`src/rtl/scf_pkg.sv`:
```
package scf_pkg;

    typedef enum logic [2:0] {
        S_IDLE,
        S_OPC,
        S_ADDR,
        S_WDATA,
        S_RDATA,
        S_SKIP,
        S_COMMIT
    } scf_state_e;

    typedef enum logic [2:0] {
        C_NONE,
        C_WEN,
        C_WDIS,
        C_WR,
        C_RD
    } scf_cmd_e;

    localparam logic [7:0] OPC_WEN   = 8'h06;
    localparam logic [7:0] OPC_WDIS  = 8'h04;
    localparam logic [7:0] OPC_WR    = 8'h02;
    localparam logic [7:0] OPC_RD    = 8'h03;
    localparam logic [7:0] OPC_IGNM  = 8'hF7; // bit 3 masked for accesses

    function automatic scf_cmd_e scf_decode(input logic [7:0] op);
        if (op == OPC_WEN)                     return C_WEN;
        else if (op == OPC_WDIS)               return C_WDIS;
        else if ((op & OPC_IGNM) == OPC_WR)    return C_WR;
        else if ((op & OPC_IGNM) == OPC_RD)    return C_RD;
        else                                   return C_NONE;
    endfunction

endpackage

```
`src/rtl/scf_sync.sv`:
```
module scf_sync #(
    parameter int          N       = 3,
    parameter logic [N-1:0] RST_VAL = '0
) (
    input  logic         clk,
    input  logic         rst_n,
    input  logic [N-1:0] din,
    output logic [N-1:0] dout
);
    for (genvar g = 0; g < N; g++) begin : g_bit
        logic meta;
        always_ff @(posedge clk or negedge rst_n) begin
            if (!rst_n) begin
                meta    <= RST_VAL[g];
                dout[g] <= RST_VAL[g];
            end else begin
                meta    <= din[g];
                dout[g] <= meta;
            end
        end
    end
endmodule

```
`src/rtl/scf_wbuf.sv`:
```
module scf_wbuf #(
    parameter int MAX_BYTES = 4,
    localparam int CNT_W    = $clog2(MAX_BYTES + 1)
) (
    input  logic             clk,
    input  logic             rst_n,
    input  logic             clr,
    input  logic             push,
    input  logic [7:0]       din,
    input  logic [CNT_W-1:0] rd_idx,
    output logic [7:0]       dout,
    output logic [CNT_W-1:0] count
);
    logic [7:0] mem [MAX_BYTES];

    always_ff @(posedge clk) begin
        for (int i = 0; i < MAX_BYTES; i++) begin
            if (push && !clr && count == CNT_W'(i)) mem[i] <= din;
        end
    end

    always_ff @(posedge clk or negedge rst_n) begin
        if (!rst_n)                                        count <= '0;
        else if (clr)                                      count <= '0;
        else if (push && count != CNT_W'(MAX_BYTES))       count <= count + 1'b1;
    end

    always_comb begin
        dout = '0;
        for (int i = 0; i < MAX_BYTES; i++) begin
            if (rd_idx == CNT_W'(i)) dout = mem[i];
        end
    end

    // the buffer never holds more than its depth
    p_count_bound_r9: assert property (@(posedge clk) disable iff (!rst_n)
        count <= CNT_W'(MAX_BYTES));

    // a push into a full buffer is dropped
    p_full_drop_r9: assert property (@(posedge clk) disable iff (!rst_n)
        (push && !clr && count == CNT_W'(MAX_BYTES)) |=> count == CNT_W'(MAX_BYTES));
endmodule

```
`src/rtl/spi_cmd_front.sv`:
```
module spi_cmd_front
    import scf_pkg::*;
#(
    parameter int ADDR_W    = 16,
    parameter int MAX_BYTES = 4
) (
    input  logic              clk,
    input  logic              rst_n,
    input  logic              sclk,
    input  logic              cs_n,
    input  logic              mosi,
    output logic              miso,
    output logic              wel,
    output logic [ADDR_W-1:0] rd_addr,
    input  logic [7:0]        rd_data,
    output logic              wr_req,
    output logic [ADDR_W-1:0] wr_addr,
    output logic [7:0]        wr_data
);
    localparam int CNT_W = $clog2(MAX_BYTES + 1);
    localparam int AC_W  = $clog2(ADDR_W + 1);

    // synchronized pins: [0] sclk, [1] chip select, [2] data in
    logic [2:0] pin_s;
    scf_sync #(.N(3), .RST_VAL(3'b010)) u_sync (
        .clk  (clk),
        .rst_n(rst_n),
        .din  ({mosi, cs_n, sclk}),
        .dout (pin_s)
    );

    logic sck_d, cs_d;
    always_ff @(posedge clk or negedge rst_n) begin
        if (!rst_n) begin
            sck_d <= 1'b0;
            cs_d  <= 1'b1;
        end else begin
            sck_d <= pin_s[0];
            cs_d  <= pin_s[1];
        end
    end

    logic sck_rise, sck_fall, cs_rise, cs_fall, mosi_s;
    assign sck_rise = pin_s[0] & ~sck_d;
    assign sck_fall = ~pin_s[0] & sck_d;
    assign cs_rise  = pin_s[1] & ~cs_d;
    assign cs_fall  = ~pin_s[1] & cs_d;
    assign mosi_s   = pin_s[2];

    scf_state_e        state, nxt;
    logic [2:0]        bitcnt;
    logic [AC_W-1:0]   acnt;
    logic [6:0]        sh;
    logic [ADDR_W-1:0] addr;
    logic [CNT_W-1:0]  widx;
    logic              is_wr, wel_q, miso_q;
    logic [7:0]        tx;
    logic [7:0]        byte_now;
    logic              byte_done;
    logic [CNT_W-1:0]  nbytes;
    logic [7:0]        buf_out;
    scf_cmd_e          cmd;

    assign byte_now  = {sh, mosi_s};
    assign byte_done = sck_rise && (bitcnt == 3'd7);
    assign cmd       = scf_decode(byte_now);

    scf_wbuf #(.MAX_BYTES(MAX_BYTES)) u_wbuf (
        .clk   (clk),
        .rst_n (rst_n),
        .clr   (state == S_IDLE && cs_fall),
        .push  (state == S_WDATA && byte_done && !cs_rise),
        .din   (byte_now),
        .rd_idx(widx),
        .dout  (buf_out),
        .count (nbytes)
    );

    // state register
    always_ff @(posedge clk or negedge rst_n) begin
        if (!rst_n) state <= S_IDLE;
        else        state <= nxt;
    end

    // transitions
    always_comb begin
        nxt = state;
        unique case (state)
            S_IDLE:  if (cs_fall) nxt = S_OPC;
            S_OPC: begin
                if (cs_rise) nxt = S_IDLE;
                else if (byte_done) begin
                    if (cmd == C_WR)      nxt = wel_q ? S_ADDR : S_SKIP;
                    else if (cmd == C_RD) nxt = S_ADDR;
                    else                  nxt = S_SKIP;
                end
            end
            S_ADDR: begin
                if (cs_rise) nxt = S_IDLE;
                else if (sck_rise && acnt == AC_W'(ADDR_W - 1))
                    nxt = is_wr ? S_WDATA : S_RDATA;
            end
            S_WDATA: if (cs_rise)
                nxt = (bitcnt == 3'd0 && nbytes != '0) ? S_COMMIT : S_IDLE;
            S_RDATA: if (cs_rise) nxt = S_IDLE;
            S_SKIP:  if (cs_rise) nxt = S_IDLE;
            S_COMMIT: if (CNT_W'(widx + 1'b1) == nbytes) nxt = S_IDLE;
            default: nxt = S_IDLE;
        endcase
    end

    // datapath and outputs
    always_ff @(posedge clk or negedge rst_n) begin
        if (!rst_n) begin
            bitcnt <= '0;
            acnt   <= '0;
            sh     <= '0;
            addr   <= '0;
            widx   <= '0;
            is_wr  <= 1'b0;
            wel_q  <= 1'b0;
            miso_q <= 1'b0;
            tx     <= '0;
        end else begin
            unique case (state)
                S_IDLE: if (cs_fall) begin
                    bitcnt <= '0;
                    acnt   <= '0;
                    widx   <= '0;
                end
                S_OPC: if (sck_rise) begin
                    bitcnt <= bitcnt + 1'b1;
                    sh     <= byte_now[6:0];
                    if (byte_done) begin
                        if (cmd == C_WEN)  wel_q <= 1'b1;
                        if (cmd == C_WDIS) wel_q <= 1'b0;
                        is_wr <= (cmd == C_WR);
                    end
                end
                S_ADDR: if (sck_rise) begin
                    addr   <= {addr[ADDR_W-2:0], mosi_s};
                    acnt   <= acnt + 1'b1;
                    bitcnt <= '0;
                end
                S_WDATA: if (sck_rise) begin
                    bitcnt <= bitcnt + 1'b1;
                    sh     <= byte_now[6:0];
                end
                S_RDATA: begin
                    if (sck_rise) begin
                        bitcnt <= bitcnt + 1'b1;
                        if (bitcnt == 3'd7) addr <= addr + 1'b1;
                    end
                    if (sck_fall) begin
                        if (bitcnt == 3'd0) begin
                            miso_q <= rd_data[7];
                            tx     <= {rd_data[6:0], 1'b0};
                        end else begin
                            miso_q <= tx[7];
                            tx     <= {tx[6:0], 1'b0};
                        end
                    end
                end
                S_SKIP: ;
                S_COMMIT: widx <= widx + 1'b1;
                default: ;
            endcase
            if (state != S_RDATA) miso_q <= 1'b0;
            if (cs_rise && state != S_COMMIT && state != S_IDLE) begin
                bitcnt <= '0;
                if (nxt == S_COMMIT) begin
                    wel_q <= 1'b0;
                    widx  <= '0;
                end
            end
        end
    end

    assign miso    = miso_q;
    assign wel     = wel_q;
    assign rd_addr = addr;
    assign wr_req  = (state == S_COMMIT);
    assign wr_addr = addr + ADDR_W'(widx);
    assign wr_data = buf_out;

    // the write path is only entered with the latch set
    p_wr_needs_wel_r3: assert property (@(posedge clk) disable iff (!rst_n)
        (state == S_ADDR && is_wr) |-> wel_q);

    // every request indexes a buffered byte
    p_req_in_range_r4: assert property (@(posedge clk) disable iff (!rst_n)
        wr_req |-> (widx < nbytes));

    // a commit only starts from a whole-byte boundary
    p_commit_whole_byte_r5: assert property (@(posedge clk) disable iff (!rst_n)
        $rose(state == S_COMMIT) |-> ($past(bitcnt) == 3'd0));

    // the latch is already clear while committing
    p_wel_off_in_commit_r6: assert property (@(posedge clk) disable iff (!rst_n)
        (state == S_COMMIT) |-> !wel_q);

    // a new frame starts with an empty bit count
    p_fresh_opcode_r7: assert property (@(posedge clk) disable iff (!rst_n)
        $rose(state == S_OPC) |-> (bitcnt == 3'd0));

    // output is low outside a read
    p_miso_quiet_r8: assert property (@(posedge clk) disable iff (!rst_n)
        ($past(state) != S_RDATA) |-> !miso_q);

    // output only moves after a falling serial edge
    p_miso_fall_only_r8: assert property (@(posedge clk) disable iff (!rst_n)
        (state == S_RDATA && $past(state) == S_RDATA && !$past(sck_fall)) |-> $stable(miso_q));
endmodule

```
`config.mk`:
```
export PLATFORM = sky130hd
export DESIGN_NAME = spi_cmd_front
export DESIGN_NICKNAME = d
export VERILOG_FILES = /design/src/rtl/scf_pkg.sv /design/src/rtl/scf_sync.sv /design/src/rtl/scf_wbuf.sv /design/src/rtl/spi_cmd_front.sv
export SDC_FILE = /design/constraint.sdc
export NUM_CORES = 1
export LEC_CHECK = 0
export CAP_MARGIN = 20
export CORE_MARGIN = 5
export CORE_UTILIZATION = 58
export CTS_BUF_LIST = sky130_fd_sc_hd__clkbuf_4
export DETAILED_ROUTE_END_ITERATION = 6
export GPL_TIMING_DRIVEN = 0
export PLACE_DENSITY = 0.9
export SLEW_MARGIN = 20
export SYNTH_ARGS = -nofsm -noshare
export SYNTH_HDL_FRONTEND = slang
export SYNTH_SLANG_ARGS = --single-unit
```
`constraint.sdc`:
```
create_clock -name clk -period 3.4 [get_ports clk]
set_clock_uncertainty 0.05 [all_clocks]
set_input_delay 1.02 -clock clk [delete_from_list [all_inputs] [get_ports clk]]
set_output_delay 1.02 -clock clk [all_outputs]
set_load 0.005 [all_outputs]
```
# Word level (Yosys, flattened, before mapping)
# Memory sizes are Yosys's and may differ from the RTL's.
# Cells that the tools add are included.
dict set report op_classes {
  add_sub_neg 6
  mul 0
  div_mod_pow 0
  order_cmp 0
  n_eq_ne 34
  shift 0
  muxes 69
  n_bitwise 8
  reduce_logical 41
}
# operator count
set op_table {}
lappend op_table {{$mux W3} 26}
lappend op_table {{$mux W8} 8}
lappend op_table {{$mux W16} 3}
lappend op_table {{$pmux W16 S2} 1}
lappend op_table {{$eq A3 B2 Y1 const B} 8}
lappend op_table {{$reduce_or A8 Y1} 3}
lappend op_table {{$mux W1} 22}
lappend op_table {{$eq A3 B3 Y1 const B} 6}
lappend op_table {{$pmux W3 S6} 1}
lappend op_table {{$add A16 B1 Y16 const B} 1}
lappend op_table {{$add A16 B3 Y16} 1}
lappend op_table {{$eq A8 B3 Y1 const B} 2}
lappend op_table {{$eq A7 B2 Y1 const B} 2}
lappend op_table {{$logic_and A1 B1 Y1} 14}
lappend op_table {{$eq A3 B1 Y1 const B} 4}
lappend op_table {{$logic_not A3 Y1} 4}
lappend op_table {{$ne A3 B3 Y1 const B} 4}
lappend op_table {{$mux W5} 2}
lappend op_table {{$pmux W5 S2} 1}
lappend op_table {{$reduce_bool A2 Y1} 5}
lappend op_table {{$add A3 B1 Y3 const B} 3}
lappend op_table {{$pmux W3 S3} 1}
lappend op_table {{$ne A2 B2 Y1 const B} 4}
lappend op_table {{$reduce_and A4 Y1} 2}
lappend op_table {{16 further kinds} 30}
dict set report word_totals {
  ff_bits 59
  latchBits 0
  ram_bits 32
  romBits 0
  output_inout_bits 43
  wordCells 178
  memories 1
}
# name words width rd rd_ports_with_merged_regs wr line
set memory_table {}
lappend memory_table {u_wbuf.mem 4 8 4 0 1 scf_wbuf.sv:14} ;# logic [7:0] mem [MAX_BYTES];

# Longest topological paths before layout
dict set report depth {
  ltp_word 14
  ltp_mapped 8
  ltp_nobuf 7
}

# Hierarchy
# Synthesis repeated with hierarchy kept, for this count alone.
dict set report unflattened {
  hier_cells 437
  area_unflattened_um2 4709.5
}
# mod instances cells_each area_per_inst_um2 seq_area_each_um2
set by_module_without_submodules {}
lappend by_module_without_submodules {spi_cmd_front 1 343 3096.7 1227.4}
lappend by_module_without_submodules {scf_wbuf 1 88 1460.2 1036.0}
lappend by_module_without_submodules {scf_sync 1 6 152.6 152.6}

# Least setup slack after synthesis
# Ideal clock, no wire load.
dict set report synth_timing {
  kind {register to output}
  start {register addr[0], in the netlist rd_addr[0]}
  end {output wr_addr[10]}
  t_arrival_ps 1760
  t_required_ps 2330
  path_slack_ps 570
  stages_incl_launch_ff 8
  path_cell_list {dfrtp_1 > ha_1 > inv_1 > fa_1 > nand2b_1 > a21oi_1 > nand4_1 > xnor2_1}
}
dict set report synth_via {
  elab_chain_len 1
}
# item line
set synth_rtl {}
lappend synth_rtl {{start, declared} spi_cmd_front.sv:54} ;# logic [ADDR_W-1:0] addr;
lappend synth_rtl {{start signal, assigned} spi_cmd_front.sv:141} ;# addr <= {addr[ADDR_W-2:0], mosi_s};
lappend synth_rtl {{start signal, assigned} spi_cmd_front.sv:152} ;# if (bitcnt == 3'd7) addr <= addr + 1'b1;
lappend synth_rtl {{$add A16 B3 Y16} spi_cmd_front.sv:183} ;# assign wr_addr = addr + ADDR_W'(widx);
lappend synth_rtl {{end, declared} spi_cmd_front.sv:17} ;# output logic [ADDR_W-1:0] wr_addr,
# No other way between the ends.

# Worst setup path after layout
# Same ends and word-level chain as after synthesis.

==> summary.txt <==
Setup path
  – Critical path arrival: 2.36 ns
  – Worst setup path startpoint: rd_addr[0]
  – WP data required: 2.33 ns
  – CP Cell Sequence: ha_4, inv_2, fa_2, nand2b_4, a21oi_4, buf_6, nand4_1, xnor2_1, buf_2
  – R2R Path End: u_wbuf.mem[0][2]
  – Crit end category: primary output
  – Critical path startpoint category: flip-flop
  – Delay-heaviest family, CP: adder cells
  – Crit-path max cell delay: 0.44 ns
  – Flop-to-flop setup slack: 0.75 ns
  – Crit Path Class: flip-flop to primary output
  – CP bufs+invs: 3
  – CP max FO: 2
  – Slowest cell on crit path: dfrtp_2
  – R2R Path Start: state[0]
  – Reg2Reg Depth: 5

Floorplan
  – Initial core utilization: 0.589
  – Std cell rows: 33
  – Die Wd: 101 µm
  – Ports: 56
  – Die area: 0.0101 mm²
  – Die Span Y: 101 µm
  – Core area: 0.00809 mm²

GRT
  – Pin count of the biggest net entering global routing: 59
  – Number of global-route vias before repair: 3999
  – GRT Util Overall: 0.250
  – Initial antenna violation count: 0
  – First-pass GRT wire length: 19900 µm
  – GRT overflow: 0

Clocking
  – CTS Buffer Depth: 2
  – Clock slew at reported path FFs: 0.17 ns
  – TritonCTS Buffers: 9
  – Hold_buf cts: 0
  – Clock Tree Root: clkbuf_4
  – CTS tree: yes
  – Clk sinks: 90
  – Clk_lat worst skew: 0.48 ns
  – H-tree depth: 3

Min path
  – Worst hold start: u_sync.g_bit[0].meta
  – Hold depth: 0
  – Hold Crit Class: flip-flop to flip-flop
  – Hold Path Sink: u_sync.dout[0]

Final layout
  – Final instance area: 0.00599 mm²
  – Commonest non-fill, non-tap cell in the layout: dfrtp_1
  – Synthesis-to-finish area growth: 25.5%
  – Post-Layout Cell Count: 651
  – Layout cells sized above 1: 0.209
  – # nets final: 574
  – ANT cells: 0
  – Most frequent cells in the layout: dfrtp_1, nand2_1, clkdlybuf4s50_1, edfxtp_1, buf_4

Status
  – Status: finished with violations
  – Failing checks: setup timing

Synthesis
  – Post-Syn Area per Cell: 10.5 µm²
  – Syn_nets: 488
  – Syn Inst Count: 455
  – Synth cell types: 60
  – Number of synthesized flops with an enable pin: 32
  – Ys Warns: 0
  – Seq cells post-synth: 90
  – Seq/Total Area, Yosys: 0.507
  – Mapped Area: 0.00477 mm²
  – Post-synth ARST share: 0.644
  – Top FF cell, synth: dfrtp_1

Routing
  – Starting DRT DRC Count: 424
  – Pre-Repair DR Iteration Count: 5
  – Wire length per cell: 19.8 µm
  – Post-Route WL: 12900 µm
  – # DRC: 0
  – DRT antenna net count: 0
  – Via count: 4079
  – Vias per cell: 6.27

STA
  – Fin Setup TNS: -0.0379 ns
  – Final hold viol count: 0
  – Worst setup margin: -0.0326 ns
  – Final worst path period share: 1.01
  – Pins over their slew limit: 0
  – RSZ-0062 raised after global routing: yes
  – Slew headroom: 0.262
  – Max frequency: 291 MHz
  – Final setup violation count: 2
  – Worst slew pin tran: 1.10 ns
  – Tmin final: 3.43 ns

Placement
  – Hpwl dp: 7530 µm
  – Routability congestion estimate: 0.993
  – Placed cell area: 0.00545 mm²
  – Dpl cells: 615
  – Buffers on Ports: 55
  – Setup WS pre-CTS: -0.202 ns

Pwr
  – Cell Pwr Density: 365 mW/mm²
  – PnR Total Power: 2.18 mW
  – Sw Pwr: 0.651 mW
  – Clk pwr share: 0.278
  – Cell-internal power: 1.53 mW
  – Worst IR Drop VDD: 0.243 mV
  – Power share of the combinational group: 0.127
  – Sequential power share: 0.595
  – Sw Ratio: 0.298
  – Leakage: 2.57 nW

Job
  – Maxcap violations: 0
sequential cells by signal, summed over array words and instances (netlist names):
register and flops:
u_sync.dout 3, miso 1, state 3, u_wbuf.mem 32
wel 1, widx 3, bitcnt 3, tx 7
sck_d 1, u_wbuf.count 3, cs_d 1, rd_addr 16
is_wr 1, u_sync.g_bit.meta 3, sh 7, acnt 5
power by group through the flow:
| stage | combinational [mW] | clock, mW | sequential (mW) |
|---|---|---|---|
| after global routing | 0.307 | 0.656 | 1.31 |
| after global placement | 0.267 | 0 | 1.31 |
| after floorplan | 0.206 | 0 | 1.29 |
| after detailed placement | 0.277 | 0 | 1.32 |
| final | 0.277 | 0.607 | 1.30 |
| after CTS | 0.278 | 0.604 | 1.30 |
worst reg2reg max path, delay by kind of cell (launching register included):
kind | cells | cell delay, ns
flops | 1 | 0.37
buf+inv | 2 | 0.48
simple gates | 3 | 1.40
Yosys cell counts (all sizes together) (6+ instances only):
cell	count	area, µm²
dfrtp	55	1380
and3b	9	78.8
nand2b	9	56.3
clkbuf	17	63.8
xnor2	10	87.6
mux2	6	67.6
nor4	6	37.5
inv	24	90.1
a21oi	28	140
nor2b	6	37.5
nand3	7	35.0
ha	19	238
nor2	23	86.3
xor2	8	70.1
a22o	9	78.8
edfxtp	32	961
nand2	44	165
mux2i	14	140
buf	6	32.5
nor3	8	40.0
a31oi	6	37.5
o21ai	32	160
worst max path at each step:
stage | endpoint | slack (ns) | cells after the start
floorplan | wr_addr[10] | 0.57 | 7
global placement | tx[4] | -0.49 | 1
detailed placement | wr_addr[10] | -0.20 | 8
CTS | wr_addr[10] | -0.09 | 9
global route | wr_addr[10] | -0.14 | 9
finish | wr_addr[10] | -0.03 | 9
stage by stage:
stage / hold WS, ns / util
after floorplan: 0.281 / -
after global placement: 0.283 / 0.673
after detailed placement: 0.285 / 0.674
after CTS: 0.319 / 0.728
after global routing: 0.321 / 0.740
final: 0.316 / 0.740
kinds of logic (layout without fill, tap and decap cells):
family,count (synthesis),after routing,share of synthesized area
AND/OR/NAND/NOR,148,148,0.172
AO/OA/AOI/OAI,112,112,0.151
flip-flops,90,90,0.507
buffers and inverters,47,138,0.0391
adder cells (fa/ha/maj),20,20,0.0541
multiplexers,20,20,0.0436
XOR/XNOR,18,18,0.0331
layout make-up:
| class | instances | area [µm²] |
|---|---|---|
| plain buffers | 16 | 83.8 |
| multi-input cells | 318 | 2380 |
| fillers | 507 | 2110 |
| flip-flops and latches | 90 | 2420 |
| clock inverters | 7 | 73.8 |
| clock buffers | 9 | 67.6 |
| well taps | 105 | 131 |
| repair buffers | 82 | 732 |
| inverters | 24 | 92.6 |
layer usage:
| metal | GRT usage | up-vias | share of wire |
|---|---|---|---|
| met5 | 0 | - | 0 |
| met4 | 0.122 | 0 | 0.045 |
| met3 | 0.0699 | 58 | 0.088 |
| met2 | 0.398 | 244 | 0.48 |
| met1 | 0.313 | 1952 | 0.39 |
| li1 | - | 1825 | - |
what timing repair did:
item / CTS / global route
gates resized for setup: 69 / 39
setup endpoints to repair: 22 / 17
buffers inserted: 19 / 8
pin swaps: 10 / 19
No activity file was read; power rests on OpenSTA's default activity.
